==> src/rtl/pwr_sleep_pkg.sv <==
// Package: shared state type of the sleep-mode sequencer.
// Assumes: the numeric codes are the mode port encoding.
package pwr_sleep_pkg;
    typedef enum logic [1:0] {
        ST_RUN   = 2'b00,
        ST_WAIT  = 2'b01,
        ST_STOP  = 2'b10,
        ST_SETTL = 2'b11
    } pwr_state_t;
endpackage

==> src/rtl/pwr_stab_timer.sv <==
// Settling timer: counts reference clocks while run is high and flags the
// last cycle of the interval. Assumes run stays high until done is seen.
module pwr_stab_timer #(
    parameter int STAB_CYCLES = 4096
) (
    input  logic clk,
    input  logic rst_n,
    input  logic run,
    output logic done
);
    localparam int CW = (STAB_CYCLES > 1) ? $clog2(STAB_CYCLES) : 1;
    localparam logic [CW-1:0] LAST = CW'(STAB_CYCLES - 1);

    logic [CW-1:0] cnt_q;

    // Count while running; clear at reset and whenever idle.
    always_ff @(posedge clk) begin
        if (!rst_n || !run || done) cnt_q <= '0;
        else                        cnt_q <= cnt_q + 1'b1;
    end

    assign done = run && (cnt_q == LAST);


    no_overflow_chk: assert property (@(posedge clk) disable iff (!rst_n)
        cnt_q <= LAST);

    idle_clear_chk: assert property (@(posedge clk) disable iff (!rst_n)
        !run |=> (cnt_q == '0));
endmodule

==> src/rtl/pwr_clk_decode.sv <==
// Clock-enable decoder: maps the sleep state and the configuration bits to
// the clock enables and the pin-hold flag. Purely combinational.
module pwr_clk_decode
    import pwr_sleep_pkg::*;
(
    input  pwr_state_t st,
    input  logic       pll_keep,
    input  logic       wait_sys_off,
    output logic       osc_en,
    output logic       pll_en,
    output logic       cpu_clk_en,
    output logic       bus_clk_en,
    output logic       sys_clk_en,
    output logic       presc_clk_en,
    output logic       pin_hold
);
    // Select the domain set that stays powered in each state.
    always_comb begin
        osc_en       = 1'b1;
        pll_en       = 1'b1;
        cpu_clk_en   = 1'b1;
        bus_clk_en   = 1'b1;
        sys_clk_en   = 1'b1;
        presc_clk_en = 1'b1;
        pin_hold     = 1'b0;
        unique case (st)
            ST_RUN: ;
            ST_WAIT: begin
                pll_en       = pll_keep;
                cpu_clk_en   = 1'b0;
                bus_clk_en   = 1'b0;
                sys_clk_en   = !wait_sys_off;
                presc_clk_en = !wait_sys_off;
                pin_hold     = 1'b1;
            end
            ST_STOP: begin
                osc_en       = 1'b0;
                pll_en       = 1'b0;
                cpu_clk_en   = 1'b0;
                bus_clk_en   = 1'b0;
                sys_clk_en   = 1'b0;
                presc_clk_en = 1'b0;
                pin_hold     = 1'b1;
            end
            ST_SETTL: begin
                pll_en     = pll_keep;
                cpu_clk_en = 1'b0;
                bus_clk_en = 1'b0;
                pin_hold   = 1'b1;
            end
            default: ;
        endcase
    end
endmodule

==> src/rtl/pwr_sleep_ctrl.sv <==
// Sleep-mode sequencer top: holds the RUN/WAIT/STOP/settle state and steps
// it on sleep pulses, interrupts and the settling timer. Assumes sleep
// pulses come only while the core runs and the settings are stable in sleep.
module pwr_sleep_ctrl
    import pwr_sleep_pkg::*;
#(
    parameter int STAB_CYCLES = 4096
) (
    input  logic       clk,
    input  logic       rst_n,
    input  logic       stop_req,
    input  logic       wait_req,
    input  logic       irq_pend,
    input  logic       stab_sel,
    input  logic       pll_keep,
    input  logic       wait_sys_off,
    output logic       osc_en,
    output logic       pll_en,
    output logic       cpu_clk_en,
    output logic       bus_clk_en,
    output logic       sys_clk_en,
    output logic       presc_clk_en,
    output logic       pin_hold,
    output logic [1:0] mode
);
    pwr_state_t st_q, st_d;
    logic       stab_done;

    // Next-state choice; an interrupt beats a same-cycle sleep pulse.
    always_comb begin
        st_d = st_q;
        unique case (st_q)
            ST_RUN: begin
                if (!irq_pend && stop_req)      st_d = ST_STOP;
                else if (!irq_pend && wait_req) st_d = ST_WAIT;
            end
            ST_WAIT:  if (irq_pend) st_d = ST_RUN;
            ST_STOP:  if (irq_pend) st_d = stab_sel ? ST_SETTL : ST_RUN;
            ST_SETTL: if (stab_done) st_d = ST_RUN;
            default:  st_d = ST_RUN;
        endcase
    end

    // State register with synchronous active-low reset.
    always_ff @(posedge clk) begin
        if (!rst_n) st_q <= ST_RUN;
        else        st_q <= st_d;
    end

    pwr_stab_timer #(.STAB_CYCLES(STAB_CYCLES)) u_timer (
        .clk   (clk),
        .rst_n (rst_n),
        .run   (st_q == ST_SETTL),
        .done  (stab_done)
    );

    pwr_clk_decode u_decode (
        .st           (st_q),
        .pll_keep     (pll_keep),
        .wait_sys_off (wait_sys_off),
        .osc_en       (osc_en),
        .pll_en       (pll_en),
        .cpu_clk_en   (cpu_clk_en),
        .bus_clk_en   (bus_clk_en),
        .sys_clk_en   (sys_clk_en),
        .presc_clk_en (presc_clk_en),
        .pin_hold     (pin_hold)
    );

    assign mode = st_q;


    stop_entry_chk: assert property (@(posedge clk) disable iff (!rst_n)
        (st_q == ST_RUN && stop_req && !irq_pend) |=> (mode == 2'b10));

    wait_exit_chk: assert property (@(posedge clk) disable iff (!rst_n)
        (st_q == ST_WAIT && irq_pend) |=> (cpu_clk_en && bus_clk_en));

    fast_wake_chk: assert property (@(posedge clk) disable iff (!rst_n)
        (st_q == ST_STOP && irq_pend && !stab_sel) |=> cpu_clk_en);

    settle_gate_chk: assert property (@(posedge clk) disable iff (!rst_n)
        (st_q == ST_STOP && irq_pend && stab_sel) |=> (!cpu_clk_en && osc_en));

    hold_rise_chk: assert property (@(posedge clk) disable iff (!rst_n)
        $rose(pin_hold) |-> $past(stop_req || wait_req));

    irq_block_chk: assert property (@(posedge clk) disable iff (!rst_n)
        (st_q == ST_RUN && irq_pend) |=> (mode == 2'b00));
endmodule

==> config.mk <==
export PLATFORM = sky130hd
export DESIGN_NAME = pwr_sleep_ctrl
export DESIGN_NICKNAME = d
export VERILOG_FILES = /design/src/rtl/pwr_sleep_pkg.sv /design/src/rtl/pwr_stab_timer.sv /design/src/rtl/pwr_clk_decode.sv /design/src/rtl/pwr_sleep_ctrl.sv
export SDC_FILE = /design/constraint.sdc
export NUM_CORES = 1
export LEC_CHECK = 0
export BUFFER_PORTS_ARGS = -buffer_cell sky130_fd_sc_hd__buf_4
export CORE_UTILIZATION = 50
export CTS_BUF_LIST = sky130_fd_sc_hd__clkbuf_4
export DETAILED_ROUTE_END_ITERATION = 10
export PLACE_DENSITY_LB_ADDON = 0.12
export SLEW_MARGIN = 10
export SYNTH_ARGS = -nofsm -noshare
export SYNTH_HDL_FRONTEND = slang
export SYNTH_SLANG_ARGS = --single-unit
==> constraint.sdc <==
create_clock -name clk -period 2.95 [get_ports clk]
set_input_delay 0.4425 -clock clk [delete_from_list [all_inputs] [get_ports clk]]
set_output_delay 0.4425 -clock clk [all_outputs]
set_load 0.05 [all_outputs]
# Yosys cells after proc, flatten, opt, wreduce, memory -nomap -nowiden
# Cells that the tools add are included.
[op_classes]
n_addsub = 1
n_eq_ne = 8
muxes = 12
reduce_logical = 13
[op_table]
columns = ["operator", "n"]
rows = [
  ["$add 12x1->12 const B", 1],
  ["$eq 12x12->1 const B", 1],
  ["$mux 2", 6],
  ["$pmux 2 s4", 1],
  ["$ne 2x2->1 const B", 3],
  ["$eq 2x2->1 const B", 2],
  ["$logic_not 1->1", 4],
  ["$pmux 1 s2", 2],
  ["$reduce_and 4->1", 1],
  ["$logic_and 1x1->1", 3],
  ["$mux 1", 3],
  ["$ne 3x3->1 const B", 1],
  ["$reduce_or 3->1", 1],
  ["$eq 2x1->1 const B", 1],
  ["$logic_not 2->1", 1],
  ["$logic_or 1x1->1", 2],
  ["$reduce_or 2->1", 1],
]
[word_totals]
register_bits = 14
in_bits = 8
word_cells = 36

# Longest topological paths before layout
# Gate-level depths: netlist (run 1).
[depth]
ltp_word = 5
ltp_mapped = 6

# By module
# A second synthesis (run 1) with hierarchy kept.
[unflattened]
hier_cells = 87
area_unflattened_um2 = 733.2
[by_module_without_submodules]
columns = ["mod", "n_inst", "cells_per_inst", "area_each_um2", "seq_area_each_um2"]
rows = [
  ["pwr_stab_timer", 1, 62, 568.0, 240.2],
  ["pwr_sleep_ctrl", 1, 16, 117.6, 40.0],
  ["pwr_clk_decode", 1, 9, 47.5, 0.0],
]

# Worst setup path before layout (run 1)
# No wires, ideal clock.
[synth_timing]
path_kind = "register to output"
from = "register st_q[0], in the netlist mode[0]"
to = "output port sys_clk_en"
arrival_ns = 2.066
required_time_ns = 2.508
setup_slack_ns = 0.442
path_stages_with_launch = 5
n_path_buf = 2
path_cell_list = "dfxtp_1 > buf_6 > nand2b_1 > o21a_1 > buf_4"
[synth_via]
elab_chain_cells = 2
[synth_rtl]
columns = ["element", "line_no", "rtl"]
rows = [
  ["start: declaration", "pwr_sleep_ctrl.sv:26", "pwr_state_t st_q, st_d;"],
  ["start signal: assignment", "pwr_sleep_ctrl.sv:47", "else st_q <= st_d;"],
  ["$eq 2x2->1 or $eq 2x1->1 (tied branches)", "-", ""],
  ["$pmux 1 s2 (*)", "-", ""],
  ["end: declaration", "pwr_sleep_ctrl.sv:21", "output logic sys_clk_en,"],
]
# Every way passes the cells marked *; elsewhere a longest branch is shown, timed or not.

# Worst setup path after layout (run 1)
[layout_timing]
from = "register st_q[0], in the netlist mode[0]"
to = "output port bus_clk_en"
[layout_via]
elab_chain_cells = 3
[layout_rtl]
columns = ["element", "line_no", "rtl"]
rows = [
  ["$eq 2x2->1 or $eq 2x1->1 (tied branches)", "pwr_clk_decode.sv:26", "unique case (st)"],
  ["$reduce_or 3->1 (no line) (*)", "-", ""],
  ["$mux 1 (*)", "pwr_clk_decode.sv:26", ""],
  ["end: declaration", "pwr_sleep_ctrl.sv:20", "output logic bus_clk_en,"],
]
# Marks and branches as above.

==> results of run 1 <==
==> worst max-delay path, delay by kind of cell, from the launching register on <==
family                 cells  cell delay, ps
buffers and inverters      2             300
AND/OR/NAND/NOR            1             280
flip-flops                 1             490
==> state kept, by name, indices dropped and copies added, names as in the netlist <==
register	flops
mode	2
u_timer.cnt_q	12
==> stage by stage <==
step | setup slack (ps) | std cells | hold WS, ps | power (mW)
finish | 1160 | 111 | 439 | 0.701
global route | 1060 | 111 | 426 | 0.735
CTS | 1160 | 111 | 428 | 0.708
detailed placement | 1360 | 108 | 459 | 0.605
global placement | 1430 | 108 | 444 | 0.599
floorplan | 442 | 82 | 430 | 0.541
==> cells in the final DEF, fill, tap and decap left out <==
cell | Yosys | layout
xnor2_1 | 5 | 5
or2_1 | 1 | 1
nand2_1 | 10 | 10
nand4_1 | 2 | 2
a41oi_1 | 1 | 1
nand2b_1 | 2 | 2
nor2_1 | 13 | 13
o31ai_4 | 1 | 1
ha_1 | 1 | 1
and4_1 | 2 | 2
nor2b_1 | 1 | 1
and3_1 | 2 | 2
inv_1 | 2 | 2
nand3_1 | 4 | 4
and2_1 | 1 | 1
o221a_1 | 2 | 2
dfxtp_1 | 14 | 14
o21a_1 | 2 | 2
o21ai_0 | 1 | 1
o21bai_2 | 1 | 1
a21oi_1 | 1 | 1
nor3_1 | 2 | 2
nor4_1 | 1 | 1
xor2_1 | 5 | 5
buf_4 | 2 | 16
clkbuf_4 | 0 | 3
==> power by group <==
part | internal [mW] | switching [mW] | total (mW)
Sequential | 0.199 | 0.0210 | 0.220
Clock | 0.0472 | 0.0528 | 0.100
Combinational | 0.114 | 0.267 | 0.381
==> cell type report <==
| type | count | area (um^2) |
|---|---|---|
| tap | 15 | 18.8 |
| timing repair buffer | 16 | 120 |
| fill | 111 | 483 |
| clock buffer | 3 | 22.5 |
| multi-input combinational | 61 | 385 |
| inverter | 2 | 7.51 |
| sequential | 14 | 280 |
==> layer usage <==
layer	vias up	global-route usage, %	wire length (um)
li1	305	-	-
met1	250	26.7	608
met2	15	29.5	605
met3	6	10.2	63
met4	0	9.48	33
met5	-	0	0
==> path summary, 6_finish.rpt <==
check                                        end  slack, ps  cells after the start
worst max-delay path                  bus_clk_en       1160                      3
worst min-delay path            u_timer.cnt_q[1]        440                      2
worst max register to register           mode[1]       1330                      5
worst min register to register  u_timer.cnt_q[0]        470                      1
==> cell families after synthesis <==
kind of cell | after synthesis | share of synthesized area, %
fa+ha+maj | 1 | 1.75
compound gates | 9 | 12.4
buf+inv | 7 | 6.99
simple gates | 41 | 27.5
flops | 14 | 39.2
xor+xnor | 10 | 12.2
==> flow_metrics.env, run 1 <==
export IMPL_place_area_um2=812
export IMPL_synth_top_area_share_pct=39.2
export IMPL_grt_ovfl_total=0
export IMPL_clkSinkCount=14
export IMPL_drc=0
export IMPL_tightest_slew_ps=345
export IMPL_cts_buffers=3
export IMPL_insertion_delay_ps=270
export IMPL_ant_nets=0
export IMPL_ir_drop_uv=809
export IMPL_yosys_top_cells_count="14 x dfxtp_1, 13 x nor2_1, 10 x nand2_1"
export IMPL_drt_total_wl_mm=1.31
export IMPL_initial_core_util_pct=54.3
export IMPL_power_leakage_nw=0.316
export IMPL_power_density_nw_per_um2=840
export IMPL_htreeDepth=1
export IMPL_dp_hpwl_mm=1.01
export IMPL_cts_setup_buffers=0
export IMPL_synth_seq_cells=14
export IMPL_synth_most_common_cell="dfxtp_1"
export IMPL_antenna_found_initial=0
export IMPL_rsz0062_at_grt="false"
export IMPL_required_ps=2510
export IMPL_fmaxAchievable_mhz=560
export IMPL_final_nets=107
export IMPL_synth_area_leader_cell="dfxtp_1"
export IMPL_synthTopCellsByArea="dfxtp_1 39%, nor2_1 6.8%, xnor2_1 6.1%, xor2_1 6.1%, nand2_1 5.2%"
export IMPL_hp_class="input pin to flip-flop"
export IMPL_avgSynthCellArea_um2=8.73
export IMPL_die_height_um=39.8
export IMPL_die_w_um=39.8
export IMPL_synth_edff_count=0
export IMPL_row_count=13
export IMPL_fin_crit_ps=1790
export IMPL_via_per_inst=5.19
export IMPL_antenna_diode_count=0
export IMPL_final_setup_viol_count=0
export IMPL_slew_headroom_pct=77.0
export IMPL_syn_nets=91
export IMPL_wl_per_cell_um=11.8
export IMPL_max_cap_viol_count=0
export IMPL_netlist_area_um2=716
export IMPL_criticalPathCategory="flip-flop to output port"
export IMPL_async_flop_share_pct=0
export IMPL_skew_ps=0.883
export IMPL_ys_warn_count=0
export IMPL_area_growth_pct=16.6
export IMPL_dr_pass1_iters=3
export IMPL_synth_cell_types=27
export IMPL_cp_startpoint="mode[0]"
export IMPL_cts_root_buf="clkbuf_4"
export IMPL_finalCoreUtilization_pct=63.3
export IMPL_finalHoldViolations=0
export IMPL_cts_tree="done"
export IMPL_start_kind="flip-flop"
export IMPL_cp_max_fo=10
export IMPL_boundaryPins=17
export IMPL_status="finished, final reports clean"
export IMPL_synth_main_ff_cell="dfxtp_1"
export IMPL_stdcell_area_um2=835
export IMPL_cp_cell_sequence="or2_1 -> inv_1 -> buf_4"
export IMPL_slowest_delay_ps=490
export IMPL_coreArea_um2=1320
export IMPL_hold_buffers=0
export IMPL_cts_resized=0
export IMPL_period_share_pct=60.6
export IMPL_ys_seq_area_share_pct=39.2
export IMPL_cts_buffer_depth=2
export IMPL_timing_rr_start="u_timer.cnt_q[0]"
export IMPL_arrival_ps=1340
export IMPL_slowest_stage="dfxtp_1"
export IMPL_grt_pass1_vias=482
export IMPL_io_buffers=16
export IMPL_synthCells=82
export IMPL_final_max_slew_viol_count=0
export IMPL_grt_max_degree=12
export IMPL_grt_first_pass_wirelength_mm=2.12
export IMPL_first_iter_violations=13
export IMPL_vias=576
export IMPL_gp_congestion=0.739
export IMPL_grt_usage_pct=21.1
export IMPL_hp_start="rst_n"
export IMPL_path_clk_slew_ps=70
export IMPL_end_kind="output port"
export IMPL_dieArea_um2=1590
export IMPL_drive_above_1_share_pct=21.9
export IMPL_tns_ps=0
Note: power is estimated with default switching activity, not from simulation.
==> inputs of run 2 (changes only) <==
- CORE_UTILIZATION: 50 -> 48
- clock period: 2.95 -> 1.5 ns (I/O delays scaled with it)
==> run 2 against run 1 <==
Against the previous run:
- clock skew barely moved
- sequential power rose by 90%
- highest routed layer is now met3
- first-iteration DRC count rose by 23%
- clock power rose by 99%
- global-route usage rose by 2.7 points
- non-clock buffer count rose by 14
- flip-flop and latch count did not move
- utilization rose by 12 points
==> flow_metrics.env, run 2 (synthesis results as in run 1) <==
export IMPL_status="finished, final reports clean"
export IMPL_power_density_nw_per_um2=1620
export IMPL_cts_buffers=3
export IMPL_drive_above_1_share_pct=40.0
export IMPL_stdcell_area_um2=1010
export IMPL_clkSinkCount=14
export IMPL_required_ps=1660
export IMPL_grt_usage_pct=23.8
export IMPL_dp_hpwl_mm=1.25
export IMPL_final_common_cell="buf_4"
export IMPL_fin_cells=125
export IMPL_fin_crit_ps=1450
export IMPL_final_cell_mix="25 x buf_4, 13 x nor2_1, 11 x dfxtp_1"
export IMPL_dieArea_um2=1650
export IMPL_die_height_um=40.6
export IMPL_insertion_delay_ps=270
export IMPL_max_cap_viol_count=0
export IMPL_grt_max_degree=8
export IMPL_boundaryPins=17
export IMPL_holdWs_ps=220
export IMPL_dr_pass1_iters=4
export IMPL_io_buffers=16
export IMPL_period_share_pct=96.7
export IMPL_hold_buffers=0
export IMPL_row_count=13
export IMPL_cts_buffer_depth=2
export IMPL_die_w_um=40.6
export IMPL_area_growth_pct=41.6
export IMPL_grt_first_pass_wirelength_mm=2.46
export IMPL_ir_drop_uv=1550
export IMPL_crit_buf_inv=0
export IMPL_hp_class="input pin to flip-flop"
export IMPL_final_max_slew_viol_count=0
export IMPL_first_iter_violations=16
export IMPL_criticalPathCategory="flip-flop to flip-flop"
export IMPL_ant_nets=0
export IMPL_skew_ps=0.632
export IMPL_largest_reg_flops=12
export IMPL_path_clk_slew_ps=70
export IMPL_tns_ps=0
export IMPL_end_kind="flip-flop"
export IMPL_gp_congestion=0.807
export IMPL_finalHoldViolations=0
export IMPL_power_total_mw=1.64
export IMPL_drc=0
export IMPL_setup_slack_ps=49.0
export IMPL_grt_ovfl_total=0
export IMPL_cp_max_fo=3
export IMPL_start_kind="flip-flop"
export IMPL_wl_per_cell_um=13.1
export IMPL_via_per_inst=5.26
export IMPL_cp_cell_sequence="ha_1 -> and4_4 -> a41oi_2 -> o21bai_2 -> o221a_1"
export IMPL_coreArea_um2=1350
export IMPL_antenna_diode_count=0
export IMPL_largest_register="u_timer.cnt_q"
export IMPL_final_setup_viol_count=0
export IMPL_initial_core_util_pct=53.0
export IMPL_slowest_delay_ps=340
export IMPL_power_leakage_nw=0.407
export IMPL_rsz0062_at_grt="false"
export IMPL_final_nets=121
export IMPL_grt_pass1_vias=574
export IMPL_drt_total_wl_mm=1.64
export IMPL_cts_tree="done"
export IMPL_place_area_um2=908
export IMPL_vias=657
export IMPL_htreeDepth=1
export IMPL_dpl_cell_count=118
export IMPL_slowest_stage="dfxtp_1"
export IMPL_cts_root_buf="clkbuf_4"
export IMPL_path_delay_family="compound AO/OA/AOI/OAI gates"
export IMPL_antenna_found_initial=0
export IMPL_slew_headroom_pct=77.3
export IMPL_arrival_ps=1610
export IMPL_place_ws_ps=69.4
export IMPL_fmaxAchievable_mhz=689
export IMPL_tightest_slew_ps=338
export IMPL_finalCoreUtilization_pct=75.1
run 2: timing repair:
item | 4_1_cts | 5_1_grt
endpoints found under the setup margin | 4 | 10
gates resized for setup | 6 | 8
buffers inserted | 5 | 0
run 2: power by group:
part | internal (mW) | switching (mW)
Sequential | 0.401 | 0.0160
Combinational | 0.407 | 0.614
Clock | 0.0930 | 0.106
Total | 0.901 | 0.736
run 2: cell type report:
class | instances | area (um^2)
flip-flops and latches | 14 | 289
inverters | 2 | 11.3
fillers | 103 | 337
multi-input cells | 61 | 413
clock buffers | 3 | 22.5
repair buffers | 30 | 259
well taps | 15 | 18.8
run 2: final timing paths:
| path | from | end | slack [ps] | cells after the start |
|---|---|---|---|---|
| setup / recovery | u_timer.cnt_q[0] | mode[0] | 50 | 5 |
| hold / removal | rst_n | mode[1] | 220 | 2 |
| setup reg to reg | u_timer.cnt_q[0] | mode[0] | 50 | 5 |
| hold reg to reg | u_timer.cnt_q[0] | u_timer.cnt_q[0] | 530 | 2 |
run 2: worst reg2reg max path, stage by stage, from the launching register on:
cell and delay, ps:
dfxtp_1 340, ha_1 170, and4_4 230, a41oi_2 130, o21bai_2 220, o221a_1 250
run 2: routing by layer:
metal	routed length [um]	share of wire, %	vias to the layer above	global-route usage, %
met5	0	0	-	0
met4	0	0	0	5.00
met3	84	5.1	0	9.78
met2	886	54	18	42.9
met1	663	41	303	25.7
li1	-	-	336	-
==> inputs of run 3 (changes only) <==
- ABC_AREA: not set -> 1
- CORE_UTILIZATION: 48 -> 49
==> run 3 against run 2 <==
Against the previous run:
- global-route usage shrank 3.8 points
- design area shrank 7.0%
- largest cell class unchanged
- highest routed layer is now met4
- routed wire length shrank 10%
==> flow_metrics.env, run 3 <==
export IMPL_ir_drop_uv=981
export IMPL_hp_class="input pin to flip-flop"
export IMPL_area_growth_pct=24.9
export IMPL_hold_buffers=0
export IMPL_wl_per_cell_um=10.1
export IMPL_ant_nets=0
export IMPL_status="finished, final reports clean"
export IMPL_synth_edff_count=0
export IMPL_slew_headroom_pct=83.2
export IMPL_tns_ps=0
export IMPL_boundaryPins=17
export IMPL_synthTopCellsByArea="dfxtp_1 37%, nand2_1 15%, nor2_1 8.0%, inv_1 5.5%, a21oi_1 4.6%"
export IMPL_arrival_ps=1210
export IMPL_via_per_inst=4.86
export IMPL_crit_end="presc_clk_en"
export IMPL_fin_cells=146
export IMPL_gp_congestion=0.755
export IMPL_fmaxAchievable_mhz=699
export IMPL_final_cell_mix="29 x nand2_1, 16 x nor2_1, 14 x buf_4"
export IMPL_power_density_nw_per_um2=1980
export IMPL_cts_buffer_depth=2
export IMPL_antenna_found_initial=0
export IMPL_cp_startpoint="mode[1]"
export IMPL_drive_above_1_share_pct=28.2
export IMPL_cp_cell_sequence="inv_1 -> nand2_2 -> nand2_1 -> o21ai_4 -> buf_6"
export IMPL_grt_first_pass_wirelength_mm=2.19
export IMPL_rrSetupSlack_ps=170
export IMPL_p_sw_share_pct=52.7
export IMPL_grt_usage_pct=20.0
export IMPL_cts_root_buf="clkbuf_4"
export IMPL_vias=710
export IMPL_p_comb_share_pct=62.1
export IMPL_r2r_cells=6
export IMPL_grt_max_degree=13
export IMPL_cp_max_fo=5
export IMPL_cts_tree="done"
export IMPL_cts_resized=0
export IMPL_end_kind="output port"
export IMPL_row_count=13
export IMPL_netlist_area_um2=754
export IMPL_dpl_cell_count=142
export IMPL_crit_buf_inv=2
export IMPL_antenna_diode_count=0
export IMPL_grt_ovfl_total=0
export IMPL_ys_warn_count=0
export IMPL_seqPwrFrac_pct=25.2
export IMPL_first_iter_violations=13
export IMPL_fin_crit_ps=1430
export IMPL_dp_hpwl_mm=1.12
export IMPL_syn_nets=123
export IMPL_die_height_um=41.2
export IMPL_coreArea_um2=1370
export IMPL_p_int_mw=0.884
export IMPL_drt_total_wl_mm=1.47
export IMPL_path_clk_slew_ps=90
export IMPL_synth_area_leader_cell="dfxtp_1"
export IMPL_slowest_stage="dfxtp_4"
export IMPL_p_clk_share_pct=12.7
export IMPL_synthCells=114
export IMPL_tightest_slew_ps=251
export IMPL_initial_core_util_pct=55.2
export IMPL_drc=0
export IMPL_path_delay_family="flip-flops"
export IMPL_die_w_um=41.2
export IMPL_synth_cell_types=22
export IMPL_io_buffers=16
export IMPL_power_leakage_nw=0.374
export IMPL_required_ps=1270
export IMPL_final_common_cell="nand2_1"
export IMPL_slowest_delay_ps=390
export IMPL_dr_pass1_iters=3
export IMPL_final_nets=141
export IMPL_place_ws_ps=176
export IMPL_avgSynthCellArea_um2=6.62
export IMPL_finalHoldViolations=0
export IMPL_insertion_delay_ps=270
export IMPL_yosys_top_cells_count="31 x nand2_1, 16 x nor2_1, 14 x dfxtp_1"
export IMPL_async_flop_share_pct=0
export IMPL_synth_top_area_share_pct=37.1
export IMPL_timing_rr_start="u_timer.cnt_q[0]"
export IMPL_max_cap_viol_count=0
export IMPL_setup_slack_ps=69.3
export IMPL_holdWs_ps=277
export IMPL_largest_reg_flops=12
export IMPL_period_share_pct=95.4
export IMPL_grt_pass1_vias=581
export IMPL_switching_power_mw=0.986
export IMPL_criticalPathCategory="flip-flop to output port"
export IMPL_largest_register="u_timer.cnt_q"
export IMPL_skew_ps=5.74
export IMPL_dieArea_um2=1700
export IMPL_clkSinkCount=14
export IMPL_synth_seq_cells=14
export IMPL_synth_main_ff_cell="dfxtp_1"
export IMPL_final_max_slew_viol_count=0
export IMPL_synth_most_common_cell="nand2_1"
export IMPL_cts_buffers=3
export IMPL_htreeDepth=1
export IMPL_cts_setup_buffers=0
export IMPL_rr_endpoint="u_timer.cnt_q[2]"
export IMPL_final_setup_viol_count=0
export IMPL_start_kind="flip-flop"
export IMPL_cp_num_cells=5
export IMPL_ys_seq_area_share_pct=37.1
export IMPL_power_total_mw=1.87
[run 3: power groups by stage]
stage | logic [mW] | registers, mW | clock network, mW
finish | 1.16 | 0.470 | 0.238
global route | 1.25 | 0.478 | 0.258
CTS | 1.13 | 0.465 | 0.240
detailed placement | 1.13 | 0.473 | 0
global placement | 1.12 | 0.470 | 0
floorplan | 0.823 | 0.552 | 0
[run 3: final cells by class]
type,instances,area (um^2)
tap,15,18.8
clock buffer,4,30.0
inverter,17,63.8
timing repair buffer,16,128
fill,120,424
multi-input combinational,80,414
sequential,14,288
[run 3: logic make-up (layout without fill, tap and decap cells)]
logic type	after synthesis	after routing	synth area share, %
simple gates	65	65	38.5
buf+inv	20	37	11.4
compound gates	11	11	7.79
flops	14	14	37.1
fa+ha+maj	1	1	1.66
xor+xnor	3	3	3.48
[run 3: routing by layer]
| metal | global-route usage, % | vias up | wire length (um) |
|---|---|---|---|
| met5 | 0 | - | 0 |
| met4 | 9.68 | 0 | 12 |
| met3 | 4.89 | 2 | 69 |
| met2 | 36.7 | 16 | 729 |
| met1 | 20.9 | 311 | 659 |
| li1 | - | 381 | - |
[run 3: worst min-delay path by stage]
stage	start	end	slack (ps)	cells after the start
after floorplan	rst_n	u_timer.cnt_q[4]	380	2
after global placement	u_timer.cnt_q[0]	u_timer.cnt_q[0]	430	1
after detailed placement	u_timer.cnt_q[0]	u_timer.cnt_q[0]	440	1
after CTS	rst_n	mode[0]	270	5
after global routing	rst_n	mode[0]	310	5
final	rst_n	mode[0]	280	5
[run 3: metrics by stage]
stage / utilization, % / instance area [um^2]
after floorplan: - / 787
after global placement: 65.8 / 900
after detailed placement: 65.8 / 900
after CTS: 68.0 / 930
after global routing: 69.0 / 942
final: 69.0 / 942
[run 3: worst register-to-register path, stage by stage, from the launching register on]
cell and delay [ps]:
dfxtp_1 340, ha_1 210, nand2_1 100, nor2_1 60
nand3_1 110, nand3_2 230, nor3_1 210
